[config.mk]
export PLATFORM = sky130hd
export DESIGN_NAME = stk_bus_seq
export DESIGN_NICKNAME = d
export VERILOG_FILES = /design/src/rtl/stk_seq_pkg.sv /design/src/rtl/stk_seq_ctrl.sv /design/src/rtl/stk_seq_sp.sv /design/src/rtl/stk_seq_bus.sv /design/src/rtl/stk_bus_seq.sv
export SDC_FILE = /design/constraint.sdc
export NUM_CORES = 1
export LEC_CHECK = 0
export BUFFER_PORTS_ARGS = -buffer_cell sky130_fd_sc_hd__buf_4
export CORE_ASPECT_RATIO = 1.2
export CORE_MARGIN = 3
export CORE_UTILIZATION = 40
export DETAILED_ROUTE_END_ITERATION = 10
export PLACE_DENSITY = 0.68
export SLEW_MARGIN = 20
export SYNTH_ARGS = -nofsm -noshare
export SYNTH_HDL_FRONTEND = slang
export SYNTH_SLANG_ARGS = --single-unit
[constraint.sdc]
create_clock -name clk -period 4.1 [get_ports clk]
set_input_delay 1.23 -clock clk [delete_from_list [all_inputs] [get_ports clk]]
set_output_delay 1.23 -clock clk [all_outputs]
set_load 0.05 [all_outputs]
[src/rtl/stk_seq_pkg.sv]
package stk_seq_pkg;

   // Machine cycles of one push or pop, in bus order.
   typedef enum logic [1:0] {
      MC_FETCH_OP  = 2'd0,
      MC_FETCH_ARG = 2'd1,
      MC_STK_1     = 2'd2,
      MC_STK_2     = 2'd3
   } mcyc_e;

   localparam int unsigned MC_PER_OP = 4;
   localparam int unsigned BYTES_PER_WORD = 2;

endpackage

[src/rtl/stk_seq_ctrl.sv]
module stk_seq_ctrl
   import stk_seq_pkg::*;
#(
   parameter int unsigned T_STATES = 3,
   parameter int unsigned TW       = 2
) (
   input  logic          clk,
   input  logic          rst,
   input  logic          start_i,
   output logic          busy_o,
   output logic          accept_o,
   output logic          mc_end_o,
   output logic          done_o,
   output mcyc_e         mc_o,
   output logic [TW-1:0] t_o
);

   localparam logic [TW-1:0] T_LAST = TW'(T_STATES - 1);

   logic          busy_q;
   logic          done_q;
   mcyc_e         mc_q;
   logic [TW-1:0] t_q;
   logic          t_last;

   assign t_last   = (t_q == T_LAST);
   assign accept_o = start_i & ~busy_q;
   assign mc_end_o = busy_q & t_last;

   always_ff @(posedge clk) begin
      if (rst) begin
         busy_q <= 1'b0;
         done_q <= 1'b0;
         mc_q   <= MC_FETCH_OP;
         t_q    <= '0;
      end else begin
         done_q <= 1'b0;
         if (accept_o) begin
            busy_q <= 1'b1;
            mc_q   <= MC_FETCH_OP;
            t_q    <= '0;
         end else if (busy_q) begin
            if (t_last) begin
               t_q <= '0;
               if (mc_q == MC_STK_2) begin
                  busy_q <= 1'b0;
                  done_q <= 1'b1;
               end else begin
                  mc_q <= mcyc_e'(mc_q + 2'd1);
               end
            end else begin
               t_q <= t_q + TW'(1);
            end
         end
      end
   end

   assign busy_o = busy_q;
   assign done_o = done_q;
   assign mc_o   = mc_q;
   assign t_o    = t_q;

   AST_DONE_ONE_CLK: assert property (@(posedge clk) disable iff (rst)
      done_q |=> !done_q);

   AST_T_IN_RANGE: assert property (@(posedge clk) disable iff (rst)
      busy_q |-> (t_q <= T_LAST));

   AST_BUSY_START_IGNORED: assert property (@(posedge clk) disable iff (rst)
      (busy_q && start_i && !(mc_end_o && mc_q == MC_STK_2))
      |=> !(mc_q == MC_FETCH_OP && t_q == '0));

endmodule

[src/rtl/stk_seq_sp.sv]
module stk_seq_sp #(
   parameter int unsigned    AW     = 16,
   parameter logic [AW-1:0]  SP_RST = '0
) (
   input  logic          clk,
   input  logic          rst,
   input  logic          step_i,
   input  logic          pop_i,
   output logic [AW-1:0] sp_o,
   output logic [AW-1:0] stk_addr_o
);

   logic [AW-1:0] sp_q;
   logic [AW-1:0] sp_dec;
   logic [AW-1:0] sp_inc;

   // Pre-decrement for push, post-increment for pop; both wrap.
   assign sp_dec     = sp_q - AW'(1);
   assign sp_inc     = sp_q + AW'(1);
   assign stk_addr_o = pop_i ? sp_q : sp_dec;

   always_ff @(posedge clk) begin
      if (rst) begin
         sp_q <= SP_RST;
      end else if (step_i) begin
         sp_q <= pop_i ? sp_inc : sp_dec;
      end
   end

   assign sp_o = sp_q;

   AST_SP_UNIT_STEP: assert property (@(posedge clk) disable iff (rst)
      step_i |=> ((sp_q == $past(sp_q) + AW'(1)) ||
                  (sp_q == $past(sp_q) - AW'(1))));

   AST_SP_HOLD: assert property (@(posedge clk) disable iff (rst)
      !step_i |=> $stable(sp_q));

endmodule

[src/rtl/stk_seq_bus.sv]
module stk_seq_bus
   import stk_seq_pkg::*;
#(
   parameter int unsigned AW       = 16,
   parameter int unsigned DW       = 8,
   parameter int unsigned TW       = 2,
   parameter int unsigned T_STATES = 3
) (
   input  logic            busy_i,
   input  mcyc_e           mc_i,
   input  logic [TW-1:0]   t_i,
   input  logic            pop_i,
   input  logic [AW-1:0]   pc_i,
   input  logic [AW-1:0]   stk_addr_i,
   input  logic [2*DW-1:0] word_i,
   output logic [AW-1:0]   addr_o,
   output logic [DW-1:0]   dout_o,
   output logic            mreq_n_o,
   output logic            rd_n_o,
   output logic            wr_n_o
);

   localparam logic [TW-1:0] T_LAST = TW'(T_STATES - 1);

   logic is_fetch;
   logic is_write;
   logic strobe_win;

   assign is_fetch   = (mc_i == MC_FETCH_OP) || (mc_i == MC_FETCH_ARG);
   assign is_write   = busy_i & ~is_fetch & ~pop_i;
   assign strobe_win = busy_i & (t_i != T_LAST);

   always_comb begin
      addr_o = '0;
      if (busy_i) begin
         addr_o = is_fetch ? pc_i : stk_addr_i;
      end
   end

   // High byte leaves in the first stack cycle, low byte in the second.
   always_comb begin
      dout_o = '0;
      if (is_write) begin
         dout_o = (mc_i == MC_STK_1) ? word_i[2*DW-1:DW] : word_i[DW-1:0];
      end
   end

   assign mreq_n_o = ~strobe_win;
   assign rd_n_o   = ~(strobe_win & ~is_write);
   assign wr_n_o   = ~(strobe_win & is_write);

endmodule

[src/rtl/stk_bus_seq.sv]
module stk_bus_seq
   import stk_seq_pkg::*;
#(
   parameter int unsigned ADDR_W   = 16,
   parameter int unsigned DATA_W   = 8,
   parameter int unsigned T_STATES = 3,
   parameter logic [ADDR_W-1:0] SP_RST = '0
) (
   input  logic                clk,
   input  logic                rst,
   input  logic                start_i,
   input  logic                pop_sel_i,
   input  logic [2*DATA_W-1:0] push_word_i,
   input  logic [ADDR_W-1:0]   pc_i,
   input  logic [DATA_W-1:0]   rd_data_i,
   output logic [ADDR_W-1:0]   addr_o,
   output logic [DATA_W-1:0]   wr_data_o,
   output logic                mreq_n_o,
   output logic                rd_n_o,
   output logic                wr_n_o,
   output logic                busy_o,
   output logic                done_o,
   output logic [2*DATA_W-1:0] pop_word_o,
   output logic [ADDR_W-1:0]   sp_o,
   output logic [ADDR_W-1:0]   pc_o
);

   localparam int unsigned WORD_W = BYTES_PER_WORD * DATA_W;
   localparam int unsigned TW     = (T_STATES > 1) ? $clog2(T_STATES) : 1;
   localparam logic [TW-1:0] T_LAST = TW'(T_STATES - 1);

   if (T_STATES < 2) begin : g_bad_tstates
      $error("stk_bus_seq: T_STATES must be at least 2");
   end
   if (ADDR_W < 2) begin : g_bad_addr
      $error("stk_bus_seq: ADDR_W must be at least 2");
   end
   if (DATA_W < 1) begin : g_bad_data
      $error("stk_bus_seq: DATA_W must be at least 1");
   end

   logic                busy;
   logic                accept;
   logic                mc_end;
   mcyc_e               mc;
   logic [TW-1:0]       t;
   logic                op_pop_q;
   logic [WORD_W-1:0]   word_q;
   logic [ADDR_W-1:0]   pc_q;
   logic [ADDR_W-1:0]   stk_addr;
   logic                in_fetch;
   logic                sp_step;

   stk_seq_ctrl #(
      .T_STATES (T_STATES),
      .TW       (TW)
   ) ctrl_i (
      .clk      (clk),
      .rst      (rst),
      .start_i  (start_i),
      .busy_o   (busy),
      .accept_o (accept),
      .mc_end_o (mc_end),
      .done_o   (done_o),
      .mc_o     (mc),
      .t_o      (t)
   );

   assign in_fetch = (mc == MC_FETCH_OP) || (mc == MC_FETCH_ARG);
   assign sp_step  = mc_end & ~in_fetch;

   // Operation attributes and program counter, latched at acceptance.
   always_ff @(posedge clk) begin
      if (rst) begin
         op_pop_q <= 1'b0;
         word_q   <= '0;
         pc_q     <= '0;
      end else if (accept) begin
         op_pop_q <= pop_sel_i;
         word_q   <= push_word_i;
         pc_q     <= pc_i;
      end else if (mc_end && in_fetch) begin
         pc_q     <= pc_q + ADDR_W'(1);
      end
   end

   stk_seq_sp #(
      .AW     (ADDR_W),
      .SP_RST (SP_RST)
   ) sp_i (
      .clk        (clk),
      .rst        (rst),
      .step_i     (sp_step),
      .pop_i      (op_pop_q),
      .sp_o       (sp_o),
      .stk_addr_o (stk_addr)
   );

   stk_seq_bus #(
      .AW       (ADDR_W),
      .DW       (DATA_W),
      .TW       (TW),
      .T_STATES (T_STATES)
   ) bus_i (
      .busy_i     (busy),
      .mc_i       (mc),
      .t_i        (t),
      .pop_i      (op_pop_q),
      .pc_i       (pc_q),
      .stk_addr_i (stk_addr),
      .word_i     (word_q),
      .addr_o     (addr_o),
      .dout_o     (wr_data_o),
      .mreq_n_o   (mreq_n_o),
      .rd_n_o     (rd_n_o),
      .wr_n_o     (wr_n_o)
   );

   // One capture register per result byte; byte b arrives in stack cycle b.
   for (genvar b = 0; b < BYTES_PER_WORD; b++) begin : g_cap
      localparam mcyc_e CAP_MC = (b == 0) ? MC_STK_1 : MC_STK_2;
      logic [DATA_W-1:0] byte_q;
      always_ff @(posedge clk) begin
         if (rst) begin
            byte_q <= '0;
         end else if (mc_end && op_pop_q && (mc == CAP_MC)) begin
            byte_q <= rd_data_i;
         end
      end
      assign pop_word_o[b*DATA_W +: DATA_W] = byte_q;
   end

   assign busy_o = busy;
   assign pc_o   = pc_q;

   AST_RW_EXCL: assert property (@(posedge clk) disable iff (rst)
      !(!rd_n_o && !wr_n_o));

   AST_LAST_T_QUIET: assert property (@(posedge clk) disable iff (rst)
      (!busy || t == T_LAST) |-> (mreq_n_o && rd_n_o && wr_n_o));

   AST_ADDR_HOLD: assert property (@(posedge clk) disable iff (rst)
      (busy && t != '0) |-> $stable(addr_o));

   AST_WDATA_HOLD: assert property (@(posedge clk) disable iff (rst)
      (busy && t != '0 && !wr_n_o) |-> $stable(wr_data_o));

   AST_DONE_AFTER_BUSY: assert property (@(posedge clk) disable iff (rst)
      done_o |-> (!busy && $past(busy)));

   AST_PC_STEP: assert property (@(posedge clk) disable iff (rst)
      (mc_end && in_fetch) |=> (pc_q == $past(pc_q) + ADDR_W'(1)));

endmodule

# [Word level (Yosys, flattened, before mapping)]
# Cells that the tools add are included.
[op_classes] addsub=5 n_eq_ne=5 muxes=14 bitwise=17 n_reduce_logical=10
[ops] cell="2-to-1 mux 16 bit" count=6
[ops] cell="adder 16 x 1 -> 16 bit, second input constant" count=2
[ops] cell="2-to-1 mux 8 bit" count=2
[ops] cell="subtractor 16 x 1 -> 16 bit, second input constant" count=1
[ops] cell="inverter 1 bit" count=9
[ops] cell="bitwise AND 1 bit" count=8
[ops] cell="== test 2 bit, second input constant" count=3
[ops] cell="2-to-1 mux 1 bit" count=5
[ops] cell="adder 2 x 1 -> 2 bit, second input constant" count=2
[ops] cell="logical AND 1 bit" count=4
[ops] cell="OR reduction 4 bit" count=1
[ops] cell="AND reduction 3 bit" count=1
[ops] cell="== test 2 x 1 -> 1 bit, second input constant" count=1
[ops] cell="logical NOT 2 bit" count=1
[ops] cell="2-to-1 mux 2 bit" count=1
[ops] cell="inequality test 2 bit, second input constant" count=1
[ops] cell="nonzero test 2 bit" count=1
[ops] cell="OR reduction 2 bit" count=1
[ops] cell="logical OR 1 bit" count=1
[word_totals] register_bits=71 input_bits=44 output_inout_bits=77 wordCells=61

# [Logic depth before layout (Yosys ltp)]
# Gate-level depths: netlist of the first run.
[depth] depth_word=8 depth_mapped=9 mapped_depth_nobuf=7

# [By module]
# Synthesis of the first run repeated with hierarchy kept, for this count alone.
[hier_totals] hier_cells=492 area_unflattened_um2=4110.2
[modules_own_cells] mod="stk_bus_seq" n_inst=1 cells_per_inst=236 area_per_inst_um2=2042.0 seq_area_each_um2=980.9
[modules_own_cells] mod="stk_seq_sp" n_inst=1 cells_per_inst=171 area_per_inst_um2=1345.0 seq_area_each_um2=320.3
[modules_own_cells] mod="stk_seq_bus" n_inst=1 cells_per_inst=59 area_per_inst_um2=470.5 seq_area_each_um2=0.0
[modules_own_cells] mod="stk_seq_ctrl" n_inst=1 cells_per_inst=26 area_per_inst_um2=252.7 seq_area_each_um2=120.1

# [Least setup slack after synthesis of the first run]
# Ideal clock, no wire load.
[synth_path] kind="flip-flop to output port" start="register sp_i.sp_q[1], in the netlist sp_i.sp_o[1]" end="output addr_o[6]" arrival_ps=2942 required_time_ps=2870 setup_slack_ps=-72 path_stages_with_launch=8 n_path_buf=1 cell_sequence="dfxtp_1 -> clkbuf_1 -> inv_1 -> ha_1 -> or4b_4 -> nor3_1 -> xnor2_1 -> a211oi_1"
[synth_between] elab_chain_len=4
[synth_lines] item="start: declaration" line="stk_seq_sp.sv:13" source="logic [AW-1:0] sp_q;"
[synth_lines] item="start signal: assignment" line="stk_seq_sp.sv:26" source="sp_q <= pop_i ? sp_inc : sp_dec;"
[synth_lines] item="subtractor 16 x 1 -> 16 bit" line="stk_seq_sp.sv:18" source="assign sp_dec = sp_q - AW'(1);"
[synth_lines] item="2-to-1 mux 16 bit" line="stk_seq_sp.sv:20" source="assign stk_addr_o = pop_i ? sp_q : sp_dec;"
[synth_lines] item="2-to-1 mux 16 bit" line="stk_seq_bus.sv:36" source="addr_o = is_fetch ? pc_i : stk_addr_i;"
[synth_lines] item="2-to-1 mux 16 bit" line="stk_seq_bus.sv:35" source="if (busy_i) begin"
[synth_lines] item="end: declaration" line="stk_bus_seq.sv:16" source="output logic [ADDR_W-1:0] addr_o,"
# Every way passes these cells.

# [Final worst setup path of the first run]
[layout_path] start="register sp_i.sp_q[0], in the netlist sp_i.sp_o[0]" end="output addr_o[12]"
# The elaborated chain is that of the path after synthesis.

==> summary.md, run 1 <==
| Metric | Value |
|---|---|
| Run status | `complete, no violations` |
| Share of cells above drive strength 1 | `0.258` |
| Initial Util | `0.417` |
| CP Max Fanout | `8` |
| CP Class | `flop to output pin` |
| Largest family of logic cells by synthesized area | `simple AND/OR/NAND/NOR gates` |
| Final setup violation count | `0` |
| Pwr dens | `312 nW/um^2` |
| Antenna-violating nets left | `0` |
| Fin crit period | `3.87 ns` |
| DP HPWL | `8.91 mm` |
| I/O pin count | `121` |
| Worst EP required | `2.87 ns` |
| Hold_ws | `0.459 ns` |
| Worst Path Arrival | `2.64 ns` |
| Static Leak | `0.00211 uW` |
| Synth Area in Adders | `0.0292` |
| Via density | `5.43` |
| Drt wl/cell | `16.9 um` |
| Placed cells | `698` |
| Core area | `9220 um^2` |
| Max cap viols | `0` |
| Antenna violations before repair | `0` |
| # DRC | `0` |
| IR drop worst, VDD | `0.000168 V` |
| Startpoint Class | `flop` |
| Total die area | `10,800 um^2` |
| Post-synthesis sequential area ratio | `0.369` |
| Gr ovfl total | `0` |
| Relative slew margins | `0.391` |
| Die X-Extent | `95.6 um` |
| Period utilization | `0.945` |
| Post-Synth Simple-Gate Area | `0.279` |
| Post-synthesis mux area share | `0.0679` |
| Synth Area in XOR/XNOR | `0.0773` |
| Hold buffers post-CTS | `0` |
| Syn nets | `540` |
| Largest cells by area after synthesis | `dfxtp_1 (37%), nor2_1 (6.7%), mux2i_1 (6.5%)` |
| Clk_skew | `0.0117 ns` |
| N_diodes | `0` |
| Slew Limit Fails | `0` |
| Post-synthesis area per instance | `7.91 um^2` |
| Overall Global Routing Usage | `0.223` |
| Clock root buffer | `clkbuf_8` |
| CTS buffer count | `9` |
| Cells after Synth | `487` |
| Post-CTS setup buffer count | `0` |
| Setup TNS | `0 ns` |
| First drt pass iteration count | `4` |
| Area added between synthesis and finish | `30.3%` |
| RSZ-0062 raised after global routing | `false` |
| Vias | `3,874` |
| Area of the multi-input gates | `2250 um^2` |
| Buffers on Ports | `120` |
| Yosys top cell area share | `0.369` |
| Vias in the first global route | `3,799` |
| Cell taking the most area after synthesis | `dfxtp_1` |
| RD Place Congestion | `0.922` |
| Die Ht | `113 um` |
| Clock transition at path regs | `0.08 ns` |
| CTS max path bufs | `2` |
| Synth Area in Compound Gates | `0.127` |
| Achievable Freq | `258 MHz` |
| Mapped Area | `3850 um^2` |
| Fin cells | `714` |
| Htree depth | `3` |
| Detailed router's first-iteration violation count | `197` |
| Ys Warns | `0` |
| Row count | `38` |
| Clock latency on the worst-skew pair | `0.34 ns` |
| #FFs+latches synth | `71` |
| Hold Violations, Final | `0` |
| Post-cts resize count | `0` |
| Fill cell count | `906` |
| Worst-margin pin slew | `0.911 ns` |
| First-pass GRT wire length | `18.9 mm` |
| CTS tree | `done` |
| Crit. End Element | `output pin` |
| Post-Route Utilization | `0.544` |
| Post-synth cell types | `49` |
| Pin count of the biggest net entering global routing | `74` |
| Final net count | `642` |
| Worst min-delay path class | `flop to flop` |
| Total Wirelength | `12.0 mm` |
| Sequential cell area | `1420 um^2` |
| CTS sink count | `71` |
==> registers in the layout, indices dropped and copies added (netlist names) <==
name           flops
g_cap.byte_q      16
pc_o              16
sp_i.sp_o         16
word_q            16
ctrl_i.mc_o        2
ctrl_i.t_o         2
ctrl_i.busy_o      1
ctrl_i.done_o      1
op_pop_q           1
==> per-layer routing <==
metal / vias up / track usage / wire [um]
li1: 1899 / - / -
met1: 1817 / 0.265 / 4940
met2: 132 / 0.383 / 5980
met3: 26 / 0.0495 / 725
met4: 0 / 0.0911 / 397
met5: - / 0 / 0
==> worst max-delay path: stages, from the launching register on <==
cell and delay [ns]:
dfxtp_1 0.39, inv_1 0.17, ha_1 0.22, or4b_4 0.50, or4_4 0.51, xor2_1 0.17, a21oi_2 0.14, buf_4 0.21
==> stage by stage <==
stage	cell area, um^2	power [uW]	setup WS (ns)
after floorplan	3860	902	0.0399
after global placement	4810	991	0.648
after detailed placement	4810	994	0.611
after CTS	5010	1580	0.233
after global routing	5020	1630	0.109
final	5020	1560	0.227
==> cells in the mapped netlist (all sizes together) <==
cell     count
nand4       11
a311oi       2
clkinv       1
and2         1
nand2       59
o31ai        1
ha           9
xor2        13
nand3       22
clkbuf      26
a2bb2oi      3
and3b        2
or4          6
nand3b       2
o211ai       1
o21ai       12
a21boi       1
a211oi      16
xnor2       21
nand2b       2
nand4b       2
inv         12
nor3        13
and3         4
a221oi       1
mux2i       25
or4b         1
nor2b        5
and4         4
or2          2
dfxtp       71
mux2         1
a31oi        3
nor2        69
nor3b        1
nor4b        2
a21oi       42
buf          8
or3          1
nor4         9
==> kinds of logic (layout without fill, tap and decap cells) <==
logic type                 after synthesis  count (layout)
xor gates and xnor gates                34              34
DFF                                     71              71
buffers and inverters                   47             154
AOI/OAI and AO/OA                       82              82
muxes                                   26              26
adders and majority gates                9               9
and+or+nand+nor                        218             218
==> where the power goes <==
group	internal (uW)	switching, uW
Clock	300	285
Sequential	711	29.0
Combinational	88.7	150
==> path summary, 6_finish.rpt <==
check                                               start                       to  slack, ns  cells after the start
worst max-delay path            sp_i.sp_o[0]$_SDFFE_PP0P_               addr_o[12]       0.23                      7
worst max register to register   ctrl_i.busy_o$_SDFF_PP0_    pc_o[12]$_SDFFE_PP0P_       1.46                      5
worst min-delay path              word_q[13]$_SDFFE_PP0P_  word_q[13]$_SDFFE_PP0P_       0.46                      2
worst min register to register    word_q[13]$_SDFFE_PP0P_  word_q[13]$_SDFFE_PP0P_       0.46                      2
==> cells in the final DEF (no fill, tap or decap), drive strengths merged, types with 2 or more instances in the layout <==
master / instances
nor2: 69
and4: 4
a2bb2oi: 3
nand3: 22
buf: 125
xor2: 13
or2: 2
nand3b: 2
a211oi: 16
nand4b: 2
a311oi: 2
nor2b: 5
o21ai: 12
nand4: 11
inv: 13
a21oi: 42
dfxtp: 71
a31oi: 3
nand2b: 2
clkinvlp: 2
or4: 6
ha: 9
nor3: 13
nand2: 59
and3: 4
clkbuf: 10
nor4b: 2
and3b: 2
nor4: 9
xnor2: 21
clkinv: 3
mux2i: 25
==> final cells by class <==
type                       instances  share of cell area
clock inverter                     6              0.0135
multi-input combinational        369               0.449
timing repair buffer             125               0.187
tap                              120              0.0299
sequential                        71               0.283
inverter                          13             0.00973
clock buffer                      10              0.0274
(Power assumes the default switching activity.)
==> inputs of run 2 (changes only) <==
--- a/config.mk
+++ b/config.mk
@@ -7,10 +7,12 @@
 export LEC_CHECK = 0
 export BUFFER_PORTS_ARGS = -buffer_cell sky130_fd_sc_hd__buf_4
 export CORE_ASPECT_RATIO = 1.2
-export CORE_MARGIN = 3
+export CORE_MARGIN = 5
 export CORE_UTILIZATION = 40
 export DETAILED_ROUTE_END_ITERATION = 10
+export GPL_ROUTABILITY_DRIVEN = 0
 export PLACE_DENSITY = 0.68
+export RECOVER_POWER = 100
 export SLEW_MARGIN = 20
 export SYNTH_ARGS = -nofsm -noshare
 export SYNTH_HDL_FRONTEND = slang
==> summary.md, run 2 (synthesis gave the netlist of run 1 again) <==
| Metric | Value |
|---|---|
| Worst reg2reg path depth | `5 (unchanged)` |
| Crit. End Element | `output pin` |
| Static Leak | `0.00190 uW (-9.8%)` |
| Drt wl/cell | `16.4 um (-2.7%)` |
| Setup TNS | `0 ns (unchanged)` |
| CTS max path bufs | `2 (unchanged)` |
| First drt pass iteration count | `5 (+1)` |
| Relative slew margins | `-0.0305 (-0.421)` |
| Area added between synthesis and finish | `25.9%` |
| Via density | `5.35 (-1.4%)` |
| IR drop worst, VDD | `0.000263 V (+57%)` |
| Total Wirelength | `11.7 mm (-2.5%)` |
| Worst-margin pin slew | `1.55 ns (+0.634 ns)` |
| Worst Hold Path Cells | `2 (unchanged)` |
| CP top delay family | `simple AND/OR/NAND/NOR gates` |
| Gr ovfl total | `0 (unchanged)` |
| # DRC | `0 (unchanged)` |
| Detailed router's first-iteration violation count | `228 (+16%)` |
| Post-cts resize count | `0 (unchanged)` |
| Final worst slack | `0.240 ns (+0.0126 ns)` |
| Buf+Inv Stages, Crit Path | `2 (unchanged)` |
| Worst EP required | `2.87 ns (about the same)` |
| Antenna-violating nets left | `0 (unchanged)` |
| Buffers on Ports | `120 (unchanged)` |
| Total die area | `11,700 um^2 (+7.9%)` |
| Post-CTS setup buffer count | `0 (unchanged)` |
| Worst Path Arrival | `2.63 ns (about the same)` |
| Die Ht | `117 um (+3.5%)` |
| Die X-Extent | `99.6 um (+4.2%)` |
| Commonest non-fill, non-tap cell in the layout | `dfxtp_1` |
| RSZ-0062 raised after global routing | `false` |
| Hold Violations, Final | `0 (unchanged)` |
| CTS buffer count | `9 (unchanged)` |
| Hold endpoint | `word_q[0]$_SDFFE_PP0P_` |
| Clock transition at path regs | `0.06 ns (-0.02 ns)` |
| Clk_skew | `0.00507 ns (-0.00660 ns)` |
| Slew Limit Fails | `74 (+74)` |
| Violated checks | `capacitance limit, slew limit` |
| Pwr dens | `365 nW/um^2 (+17%)` |
| CP Class | `flop to output pin` |
| Hold Crit Start | `word_q[0]$_SDFFE_PP0P_` |
| Final net count | `640 (-0.31%)` |
| Pin count of the biggest net entering global routing | `74 (unchanged)` |
| Period utilization | `0.941 (-0.00307)` |
| Htree depth | `3 (unchanged)` |
| Highest-count cells in the layout ignoring fill and taps | `dfxtp_1 (71), nor2_1 (68), nand2_1 (59)` |
| CTS sink count | `71 (unchanged)` |
| CP Max Fanout | `8 (unchanged)` |
| First-pass GRT wire length | `19.3 mm (+1.6%)` |
| Clock latency on the worst-skew pair | `0.33 ns (about the same)` |
| Overall Global Routing Usage | `0.204 (-0.0192)` |
| Final setup violation count | `0 (unchanged)` |
| Fin crit period | `3.86 ns (-0.0126 ns)` |
| DP HPWL | `8.57 mm (-3.8%)` |
| Max cap viols | `1 (+1)` |
| Achievable Freq | `259 MHz (+0.33%)` |
| I/O pin count | `121 (unchanged)` |
| N_diodes | `0 (unchanged)` |
| CTS tree | `done` |
| Hold_ws | `0.454 ns (-0.00457 ns)` |
| Startpoint Class | `flop` |
| Crit path launch | `sp_i.sp_o[0]$_SDFFE_PP0P_` |
| Reg2reg start | `ctrl_i.busy_o$_SDFF_PP0_` |
| Vias in the first global route | `3,802 (+0.079%)` |
| Core area | `9470 um^2 (+2.6%)` |
| Max incr delay on CP | `0.52 ns (about the same)` |
| Share of cells above drive strength 1 | `0.162 (-0.0954)` |
| Power Total | `1770 uW (+13%)` |
| Fill cell count | `1,027 (+13%)` |
| FF-to-FF End | `word_q[1]$_SDFFE_PP0P_` |
| Row count | `39 (+2.6%)` |
| Setup slack at placement | `0.605 ns (-0.00568 ns)` |
| Setup slack, reg-to-reg | `1.34 ns (-0.12 ns)` |
| Sequence of cells on the critical path | `inv_1, ha_1, or4b_4, or4_4, xor2_1, a21oi_2, buf_4` |
| Hold buffers post-CTS | `0 (unchanged)` |
| Initial Util | `0.407 (-0.0107)` |
| Vias | `3,825 (-1.3%)` |
| Clock root buffer | `clkbuf_16` |
| Worst min-delay path class | `flop to flop` |
| Antenna violations before repair | `0 (unchanged)` |
| Run status | `complete, but fails checks` |
| Slowest CP cell | `or4_4` |
## run 2: final cells by class
type | count | area, um^2 | area share
Clock buffer | 11 | 253 | 0.0521
Multi-Input combinational cell | 369 | 2250 | 0.464
Inverter | 13 | 48.8 | 0.0101
Clock inverter | 5 | 56.3 | 0.0116
Sequential cell | 71 | 1420 | 0.293
Tap cell | 123 | 154 | 0.0317
Timing Repair Buffer | 123 | 667 | 0.138
## run 2: where the power goes
part           switching [uW]  internal, uW  total, uW
Clock                     301           503        804
Combinational             151          73.3        224
Sequential               27.0           713        740
## run 2: metal layers
metal,track usage,up-vias,part of all wire
met1,0.244,1742,0.41
met3,0.0498,38,0.071
met2,0.334,148,0.47
met4,0.106,0,0.042
met5,0,-,0
li1,-,1897,-
## run 2: worst max path at each step
stage / endpoint / slack [ns] / cells after the start
2_1_floorplan: addr_o[15] / 0.04 / 6
3_3_place_gp: addr_o[12] / 0.65 / 7
3_5_place_dp: addr_o[12] / 0.60 / 7
4_1_cts: addr_o[12] / 0.24 / 7
5_1_grt: addr_o[6] / 0.08 / 7
6_report: addr_o[12] / 0.24 / 7
## run 2: worst min-delay path, cell delays in order, from the launching register on
cell	delay (ns)
dfxtp_1	0.31
nand2_1	0.05
a21oi_1	0.05
## run 2: metrics by stage
step | area, um^2 | cells | util
after floorplan | 3860 | 487 | -
after global placement | 4800 | 699 | 0.507
after detailed placement | 4800 | 699 | 0.507
after CTS | 5100 | 715 | 0.539
after global routing | 4850 | 715 | 0.512
final | 4850 | 715 | 0.512
